<file path="src/rtl/smi_pkg.sv">
// smi_pkg
// Shared constants, types and address-decode helpers for the serial
// management port. Assumes an 8-bit address and 8-bit data space.
package smi_pkg;

    localparam int unsigned ADDR_W = 8;
    localparam int unsigned DATA_W = 8;

    typedef logic [ADDR_W-1:0] addr_t;
    typedef logic [DATA_W-1:0] byte_t;

    // Region boundaries of the register space.
    localparam addr_t STATIC_BASE  = 8'h20;
    localparam addr_t VENDOR_BASE  = 8'h80;
    // Dynamic registers at or above this address keep a nibble only.
    localparam addr_t NIBBLE_BASE  = 8'h10;
    // Register whose write launches a channel assessment.
    localparam addr_t CCA_REQ_ADDR = 8'h18;

    // Constant-region locations.
    localparam addr_t CHAN_MAP_ADDR = 8'h20;
    localparam addr_t TX_LVL_ADDR   = 8'h21;
    localparam byte_t CHAN_VALID    = 8'h3F;

    typedef enum logic [2:0] {
        FS_IDLE,
        FS_CTRL,
        FS_ADDR,
        FS_TURN,
        FS_RDATA,
        FS_WDATA
    } fstate_e;

    typedef enum logic [1:0] {
        RG_DYN,
        RG_CONST,
        RG_VENDOR
    } region_e;

    // Classify an address into its region.
    function automatic region_e region_of(input addr_t a);
        if (a < STATIC_BASE)      return RG_DYN;
        else if (a < VENDOR_BASE) return RG_CONST;
        else                      return RG_VENDOR;
    endfunction

    // Writable-bit mask of a dynamic register.
    function automatic byte_t dyn_mask(input addr_t a);
        if (a == CCA_REQ_ADDR)     return 8'h01;
        else if (a >= NIBBLE_BASE) return 8'h0F;
        else                       return 8'hFF;
    endfunction

endpackage

</file>
<file path="src/rtl/smi_frame.sv">
// smi_frame
// Serial frame engine. Decodes start, direction and address bits from the
// wire, collects write data or shifts read data out, and owns the output
// enable of the shared wire. Assumes the wire idles high (external pull-up)
// and that read data for the decoded address is valid combinationally.
module smi_frame
    import smi_pkg::*;
#(
    parameter int unsigned AW = ADDR_W,
    parameter int unsigned DW = DATA_W
) (
    input  logic          clk,
    input  logic          rst_n,
    input  logic          ser_in,
    input  logic [DW-1:0] rd_data,
    output logic [AW-1:0] reg_addr,
    output logic          wr_en,
    output logic [DW-1:0] wr_data,
    output logic          ser_out,
    output logic          ser_oe
);

    localparam int unsigned SEQ_MAX = (AW > DW) ? AW : DW;
    localparam int unsigned CNT_W   = $clog2(SEQ_MAX);
    localparam logic [CNT_W-1:0] A_LAST = CNT_W'(AW - 1);
    localparam logic [CNT_W-1:0] D_LAST = CNT_W'(DW - 1);

    fstate_e          state;
    logic             is_rd;
    logic [AW-1:0]    addr_q;
    logic [DW-1:0]    shreg;
    logic [CNT_W-1:0] cnt;

    // Write strobe fires while the final data bit is on the wire.
    assign wr_en    = (state == FS_WDATA) && (cnt == D_LAST);
    assign wr_data  = {shreg[DW-2:0], ser_in};
    assign reg_addr = addr_q;

    // Frame sequencer: phase tracking, shifting and wire ownership.
    always_ff @(posedge clk) begin
        if (!rst_n) begin
            state   <= FS_IDLE;
            is_rd   <= 1'b0;
            addr_q  <= '0;
            shreg   <= '0;
            cnt     <= '0;
            ser_out <= 1'b1;
            ser_oe  <= 1'b0;
        end else begin
            case (state)
                FS_IDLE: begin
                    if (!ser_in) state <= FS_CTRL;
                end
                FS_CTRL: begin
                    is_rd <= ser_in;
                    cnt   <= '0;
                    state <= FS_ADDR;
                end
                FS_ADDR: begin
                    addr_q <= {addr_q[AW-2:0], ser_in};
                    if (cnt == A_LAST) begin
                        cnt   <= '0;
                        state <= is_rd ? FS_TURN : FS_WDATA;
                    end else begin
                        cnt <= cnt + 1'b1;
                    end
                end
                FS_TURN: begin
                    ser_out <= rd_data[DW-1];
                    shreg   <= {rd_data[DW-2:0], 1'b0};
                    ser_oe  <= 1'b1;
                    cnt     <= '0;
                    state   <= FS_RDATA;
                end
                FS_RDATA: begin
                    if (cnt == D_LAST) begin
                        ser_oe  <= 1'b0;
                        ser_out <= 1'b1;
                        state   <= FS_IDLE;
                    end else begin
                        ser_out <= shreg[DW-1];
                        shreg   <= {shreg[DW-2:0], 1'b0};
                        cnt     <= cnt + 1'b1;
                    end
                end
                FS_WDATA: begin
                    shreg <= {shreg[DW-2:0], ser_in};
                    if (cnt == D_LAST) begin
                        cnt   <= '0;
                        state <= FS_IDLE;
                    end else begin
                        cnt <= cnt + 1'b1;
                    end
                end
                default: state <= FS_IDLE;
            endcase
        end
    end

endmodule

</file>
<file path="src/rtl/smi_regbank.sv">
// smi_regbank
// Register space behind the serial port: masked dynamic registers,
// parameter-derived read-only constants and an empty vendor region.
// Assumes one write strobe per frame and a combinational read path.
module smi_regbank
    import smi_pkg::*;
#(
    parameter byte_t      CHAN_MAP       = 8'hC7,
    parameter logic [3:0] TX_LEVEL_COUNT = 4'd9
) (
    input  logic  clk,
    input  logic  rst_n,
    input  addr_t reg_addr,
    input  logic  wr_en,
    input  byte_t wr_data,
    output byte_t rd_data
);

    localparam int unsigned DYN_DEPTH = int'(STATIC_BASE);
    localparam int unsigned IDX_W     = $clog2(DYN_DEPTH);

    byte_t                dyn_q [DYN_DEPTH];
    logic [DYN_DEPTH-1:0] hit;

    // Per-entry full-address match, so aliases in other regions miss.
    for (genvar g = 0; g < DYN_DEPTH; g++) begin : g_hit
        assign hit[g] = wr_en && (reg_addr == addr_t'(g));
    end

    // Dynamic storage: masked update of the addressed entry.
    always_ff @(posedge clk) begin
        if (!rst_n) begin
            for (int i = 0; i < DYN_DEPTH; i++) dyn_q[i] <= '0;
        end else begin
            for (int i = 0; i < DYN_DEPTH; i++) begin
                if (hit[i]) dyn_q[i] <= wr_data & dyn_mask(addr_t'(i));
            end
        end
    end

    // Constant region contents, derived from the parameters.
    function automatic byte_t const_byte(input addr_t a);
        if (a == CHAN_MAP_ADDR)    return CHAN_MAP & CHAN_VALID;
        else if (a == TX_LVL_ADDR) return {4'b0000, TX_LEVEL_COUNT};
        else                       return '0;
    endfunction

    // Read multiplexer by region.
    always_comb begin
        case (region_of(reg_addr))
            RG_DYN:   rd_data = dyn_q[reg_addr[IDX_W-1:0]];
            RG_CONST: rd_data = const_byte(reg_addr);
            default:  rd_data = '0;
        endcase
    end

endmodule

</file>
<file path="src/rtl/smi_cca.sv">
// smi_cca
// Channel-assessment request tracker. A write to the request register
// pulses the start output and clears the status; the first measurement
// pulse afterwards loads the result. Assumes the radio stub answers with
// a one-cycle done pulse.
module smi_cca
    import smi_pkg::*;
(
    input  logic  clk,
    input  logic  rst_n,
    input  logic  wr_en,
    input  addr_t reg_addr,
    input  logic  meas_done,
    input  logic  meas_clear,
    output logic  cca_start,
    output logic  cca_status
);

    logic pending;

    // Request launch and result capture.
    always_ff @(posedge clk) begin
        if (!rst_n) begin
            cca_start  <= 1'b0;
            cca_status <= 1'b0;
            pending    <= 1'b0;
        end else begin
            cca_start <= 1'b0;
            if (wr_en && (reg_addr == CCA_REQ_ADDR)) begin
                cca_start  <= 1'b1;
                cca_status <= 1'b0;
                pending    <= 1'b1;
            end else if (pending && meas_done) begin
                cca_status <= meas_clear;
                pending    <= 1'b0;
            end
        end
    end

endmodule

</file>
<file path="src/rtl/smi_port.sv">
// smi_port
// Top of the serial management register port: frame engine, register
// space and assessment tracker. The shared wire is presented as separate
// in, out and enable; pad logic merges them and provides the pull-up.
module smi_port
    import smi_pkg::*;
#(
    parameter byte_t      CHAN_MAP       = 8'hC7,
    parameter logic [3:0] TX_LEVEL_COUNT = 4'd9
) (
    input  logic clk,
    input  logic rst_n,
    input  logic ser_in,
    output logic ser_out,
    output logic ser_oe,
    input  logic cca_meas_done,
    input  logic cca_meas_clear,
    output logic cca_start,
    output logic cca_status
);

    addr_t reg_addr;
    logic  wr_en;
    byte_t wr_data;
    byte_t rd_data;

    smi_frame #(
        .AW (ADDR_W),
        .DW (DATA_W)
    ) u_frame (
        .clk      (clk),
        .rst_n    (rst_n),
        .ser_in   (ser_in),
        .rd_data  (rd_data),
        .reg_addr (reg_addr),
        .wr_en    (wr_en),
        .wr_data  (wr_data),
        .ser_out  (ser_out),
        .ser_oe   (ser_oe)
    );

    smi_regbank #(
        .CHAN_MAP       (CHAN_MAP),
        .TX_LEVEL_COUNT (TX_LEVEL_COUNT)
    ) u_regs (
        .clk      (clk),
        .rst_n    (rst_n),
        .reg_addr (reg_addr),
        .wr_en    (wr_en),
        .wr_data  (wr_data),
        .rd_data  (rd_data)
    );

    smi_cca u_cca (
        .clk        (clk),
        .rst_n      (rst_n),
        .wr_en      (wr_en),
        .reg_addr   (reg_addr),
        .meas_done  (cca_meas_done),
        .meas_clear (cca_meas_clear),
        .cca_start  (cca_start),
        .cca_status (cca_status)
    );

endmodule

</file>
<file path="config.mk">
export PLATFORM = sky130hd
export DESIGN_NAME = smi_port
export DESIGN_NICKNAME = d
export VERILOG_FILES = /design/src/rtl/smi_pkg.sv /design/src/rtl/smi_frame.sv /design/src/rtl/smi_regbank.sv /design/src/rtl/smi_cca.sv /design/src/rtl/smi_port.sv
export SDC_FILE = /design/constraint.sdc
export NUM_CORES = 1
export LEC_CHECK = 0
export ABC_AREA = 1
export ABC_CLOCK_PERIOD_IN_PS = 2000
export BUFFER_PORTS_ARGS = -buffer_cell sky130_fd_sc_hd__buf_2
export CELL_PAD_IN_SITES_DETAIL_PLACEMENT = 1
export CELL_PAD_IN_SITES_GLOBAL_PLACEMENT = 2
export CORE_ASPECT_RATIO = 2
export CORE_MARGIN = 2
export CORE_UTILIZATION = 37
export DETAILED_ROUTE_END_ITERATION = 8
export GPL_TIMING_DRIVEN = 0
export PLACE_DENSITY_LB_ADDON = 0.1
export SYNTH_ARGS = -nofsm -noshare
export SYNTH_HDL_FRONTEND = slang
export SYNTH_SLANG_ARGS = --single-unit
export TNS_END_PERCENT = 10
</file>
<file path="constraint.sdc">
create_clock -name clk -period 2 [get_ports clk]
set_clock_uncertainty 0.15 [all_clocks]
set_input_delay 0.2 -clock clk [delete_from_list [all_inputs] [get_ports clk]]
set_output_delay 0.2 -clock clk [all_outputs]
set_load 0.005 [all_outputs]
</file>
==> results_dict.tcl <==
set metrics [dict create \
    grt_antenna_before_repair 0 \
    yosys_warnings 0 \
    tightest_slew_ns 1.14 \
    ff2ff_path_depth 9 \
    crit_fanout 8 \
    power.share.combinational_pct 31.7 \
    insertedDiodeCount 0 \
    numPortBuffers 7 \
    synthTopCellsByCount "239 x nand2_1, 189 x edfxtp_1, 175 x nor2_1, 154 x inv_1, 128 x nand3_1" \
    ctsLongestPathBuffers 3 \
    num_vias 7951 \
    drt-pass1-iter-count 4 \
    synth.distinct_cells 27 \
    synth_area_leaders "edfxtp_1 55%, nand2_1 8.6%, dfxtp_1 6.4%" \
    layout_min_cycle_time_ns 2.08 \
    critical_path_class "reg2reg" \
    grt_pass1_vias 8551 \
    hold_class "in2reg" \
    clock_power_share_pct 29.6 \
    syn_nets 1153 \
    clkTransAtPathRegs_ns 0.06 \
    coreArea_sq_um 27700 \
    cts-buffers-inserted 22 \
    p_seq_share_pct 38.7 \
    placedCellCount 1505 \
    synth-edff-count 189 \
    fin_nets 1202 \
    synth_area_leader_cell "edfxtp_1" \
    cts.sinks 222 \
    crit_start "u_frame.cnt[1]" \
    clock.fmax_ghz 0.480 \
    clock-root-buffer "clkbuf_16" \
    routed_wl_microns 34900 \
    synth_ff_type "edfxtp_1" \
    min_from "ser_in" \
    ys_seq_area_share_pct 60.9 \
    synth-adder-area-share_pct 0.241 \
    placed_area_sq_um 10900 \
    synth_mux_area_share_pct 0 \
    drv_slew 0 \
    status "finished, violations left" \
    finalCritPeriodShare_pct 104 \
    cap_violations 0 \
    syn_inst 1146 \
    grt_max_degree 16 \
    slowest_delay_ns 0.35 \
    slew-limit-headroom_pct 24.3 \
    startpoint_type "register" \
    r2r_start "u_frame.cnt[1]" \
    async_flop_share_pct 0 \
    overflow 0 \
    static-leakage-power_nw 4.76 \
    drc 0 \
    r2r_slack_ns -0.08 \
    p_sw_w 0.00553 \
    synth-xor-area-share_pct 0 \
    worstPathArrival_ns 2.14 \
    p_int_w 0.00935 \
    violations "negative setup slack" \
    synth_compound_area_share_pct 5.45 \
    via_per_inst 5.09 \
    setup_violations 124 \
    start_util_pct 37.6 \
    worst_slack_ns -0.0848 \
    htreeDepth 1 \
    synth_seq_cells 222 \
    cp.required_ns 2.06 \
    switching_share_pct 37.2 \
    dp_hpwl_microns 26800 \
    synth.avg_cell_area_sq_um 9.08 \
    endpoint "u_regs.dyn_q[6][5]" \
    cp-end-kind "register" \
    stdcell_count 1562 \
    clock_latency_ns 0.52 \
    place_congestion 0.858 \
    die_w_microns 123 \
    synthMostInstantiatedCell "nand2_1" \
    die_height_microns 241 \
    final_area_sq_um 12500 \
    synth_top_family_by_area "simple AND/OR/NAND/NOR gates" \
    synthSimpleGateAreaFrac_pct 24.9 \
    final_util_pct 45.1 \
    hold_viol_final 0 \
    layout-drive-gt1-share_pct 18.6 \
    syn2layout_area_growth_pct 19.9 \
    drt-initial-drc-count 393 \
    wl_per_cell_microns 22.4 \
    synth_area_sq_um 10400 \
    timing.rr.end "u_regs.dyn_q[6][5]" \
    worstPathCellList "ha_4 -> ha_4 -> inv_2 -> nor2_4 -> nand3_4 -> buf_12 -> nor2_4 -> inv_4 -> nand2_4" \
    rsz0062_at_grt "true" \
    rows 86 \
    cts_tree "built" \
    synth_top_area_share_pct 54.6 \
    drtAntennaViolNets 0 \
    grt_usage_pct 24.7 \
    dieArea_sq_um 29500 \
    power.density_nw_per_um2 1190 \
    peakVddDrop_v 0.000834 \
    grt_pass1_wl_microns 52200 \
    io-pin-count 9 \
    cpMaxStageDelayCell "dfxtp_2" \
]
-- layout make-up --
cell class | instances | area (sq um)
fillers | 3158 | 15200
clock inverters | 12 | 143
inverters | 171 | 672
plain buffers | 54 | 389
multi-input cells | 697 | 3610
flip-flops and latches | 222 | 6350
repair buffers | 27 | 259
well taps | 352 | 440
clock buffers | 27 | 612
-- stage by stage --
step | hold slack, ns | TNS [ns] | worst slack, ns | total power [W]
5_1_grt | 0.104 | -27.96 | -0.178 | 0.0156
3_3_place_gp | 0.286 | -170.97 | -0.880 | 0.0102
4_1_cts | 0.0272 | -13.21 | -0.177 | 0.0149
2_1_floorplan | 0.164 | -3.24 | -0.0370 | 0.00831
3_5_place_dp | 0.296 | -180.41 | -0.921 | 0.0102
6_report | 0.0406 | -5.68 | -0.0848 | 0.0149
-- kinds of logic after synthesis --
kind of cell             after synthesis
AO/OA/AOI/OAI                        101
adder cells (fa/ha/maj)                2
buffers and inverters                227
flip-flops                           222
AND/OR/NAND/NOR                      594
-- cell usage in the layout, fill, tap and decap left out, types with 12 or more instances in the layout --
master,instances
clkbuf_16,25
clkbuf_2,12
inv_4,13
dfxtp_1,27
clkbuf_1,13
or2_2,14
o211ai_1,20
nand2_1,223
inv_1,149
nor2_2,14
buf_4,18
nand3_1,124
a21oi_1,44
o21ai_0,19
edfxtp_1,189
nor2_4,19
nor2_1,165
buf_2,13
-- critical path: cells and delay by family (launching register included) --
| kind | cells | cell delay [ns] |
|---|---|---|
| adders and majority gates | 2 | 0.26 |
| DFF | 1 | 0.35 |
| buffers and inverters | 3 | 0.34 |
| and+or+nand+nor | 4 | 0.65 |
-- worst min-delay path by stage --
stage               slack (ns)  depth (start not counted)          endpoint
floorplan                 0.16                          1     u_cca.pending
global placement          0.29                          2     u_cca.pending
detailed placement        0.30                          2     u_cca.pending
CTS                       0.03                          4  u_frame.state[2]
global route              0.10                          4  u_frame.state[2]
finish                    0.04                          4  u_frame.state[2]
-- registers in the layout, summed over array words and instances, names as in the netlist, named ones only --
| signal | flops |
|---|---|
| u_cca.pending | 1 |
| u_frame.reg_addr | 8 |
| u_frame.ser_oe | 1 |
| u_frame.shreg | 8 |
| u_frame.is_rd | 1 |
| u_cca.cca_status | 1 |
| u_regs.dyn_q | 189 |
| u_frame.ser_out | 1 |
| u_frame.state | 3 |
| u_frame.cnt | 3 |
| u_cca.cca_start | 1 |
-- layer usage --
metal | wire length, microns | GRT usage (%) | vias up
met3 | 1020 | 2.34 | 88
met2 | 19400 | 47.2 | 168
met5 | 0 | 0 | -
li1 | - | - | 3803
met4 | 2440 | 15.2 | 0
met1 | 12000 | 25.1 | 3892
-- repair_timing --
action / CTS / global route
setup buffers: 9 / 6
endpoints found under the hold margin: 5 / 0
pin swaps: 7 / 13
endpoints found under the setup margin: 365 / 322
resized for setup: 157 / 36
hold buffers: 3 / 0
gates cloned: 1 / 1
-- power groups by stage --
| stage | Combinational [W] | Clock, W | Sequential, W |
|---|---|---|---|
| after floorplan | 0.00261 | 0 | 0.00570 |
| after global placement | 0.00440 | 0 | 0.00577 |
| after detailed placement | 0.00442 | 0 | 0.00578 |
| after CTS | 0.00468 | 0.00447 | 0.00575 |
| after global routing | 0.00516 | 0.00461 | 0.00581 |
| final | 0.00472 | 0.00440 | 0.00576 |
Note: power is estimated with default switching activity, not from simulation.
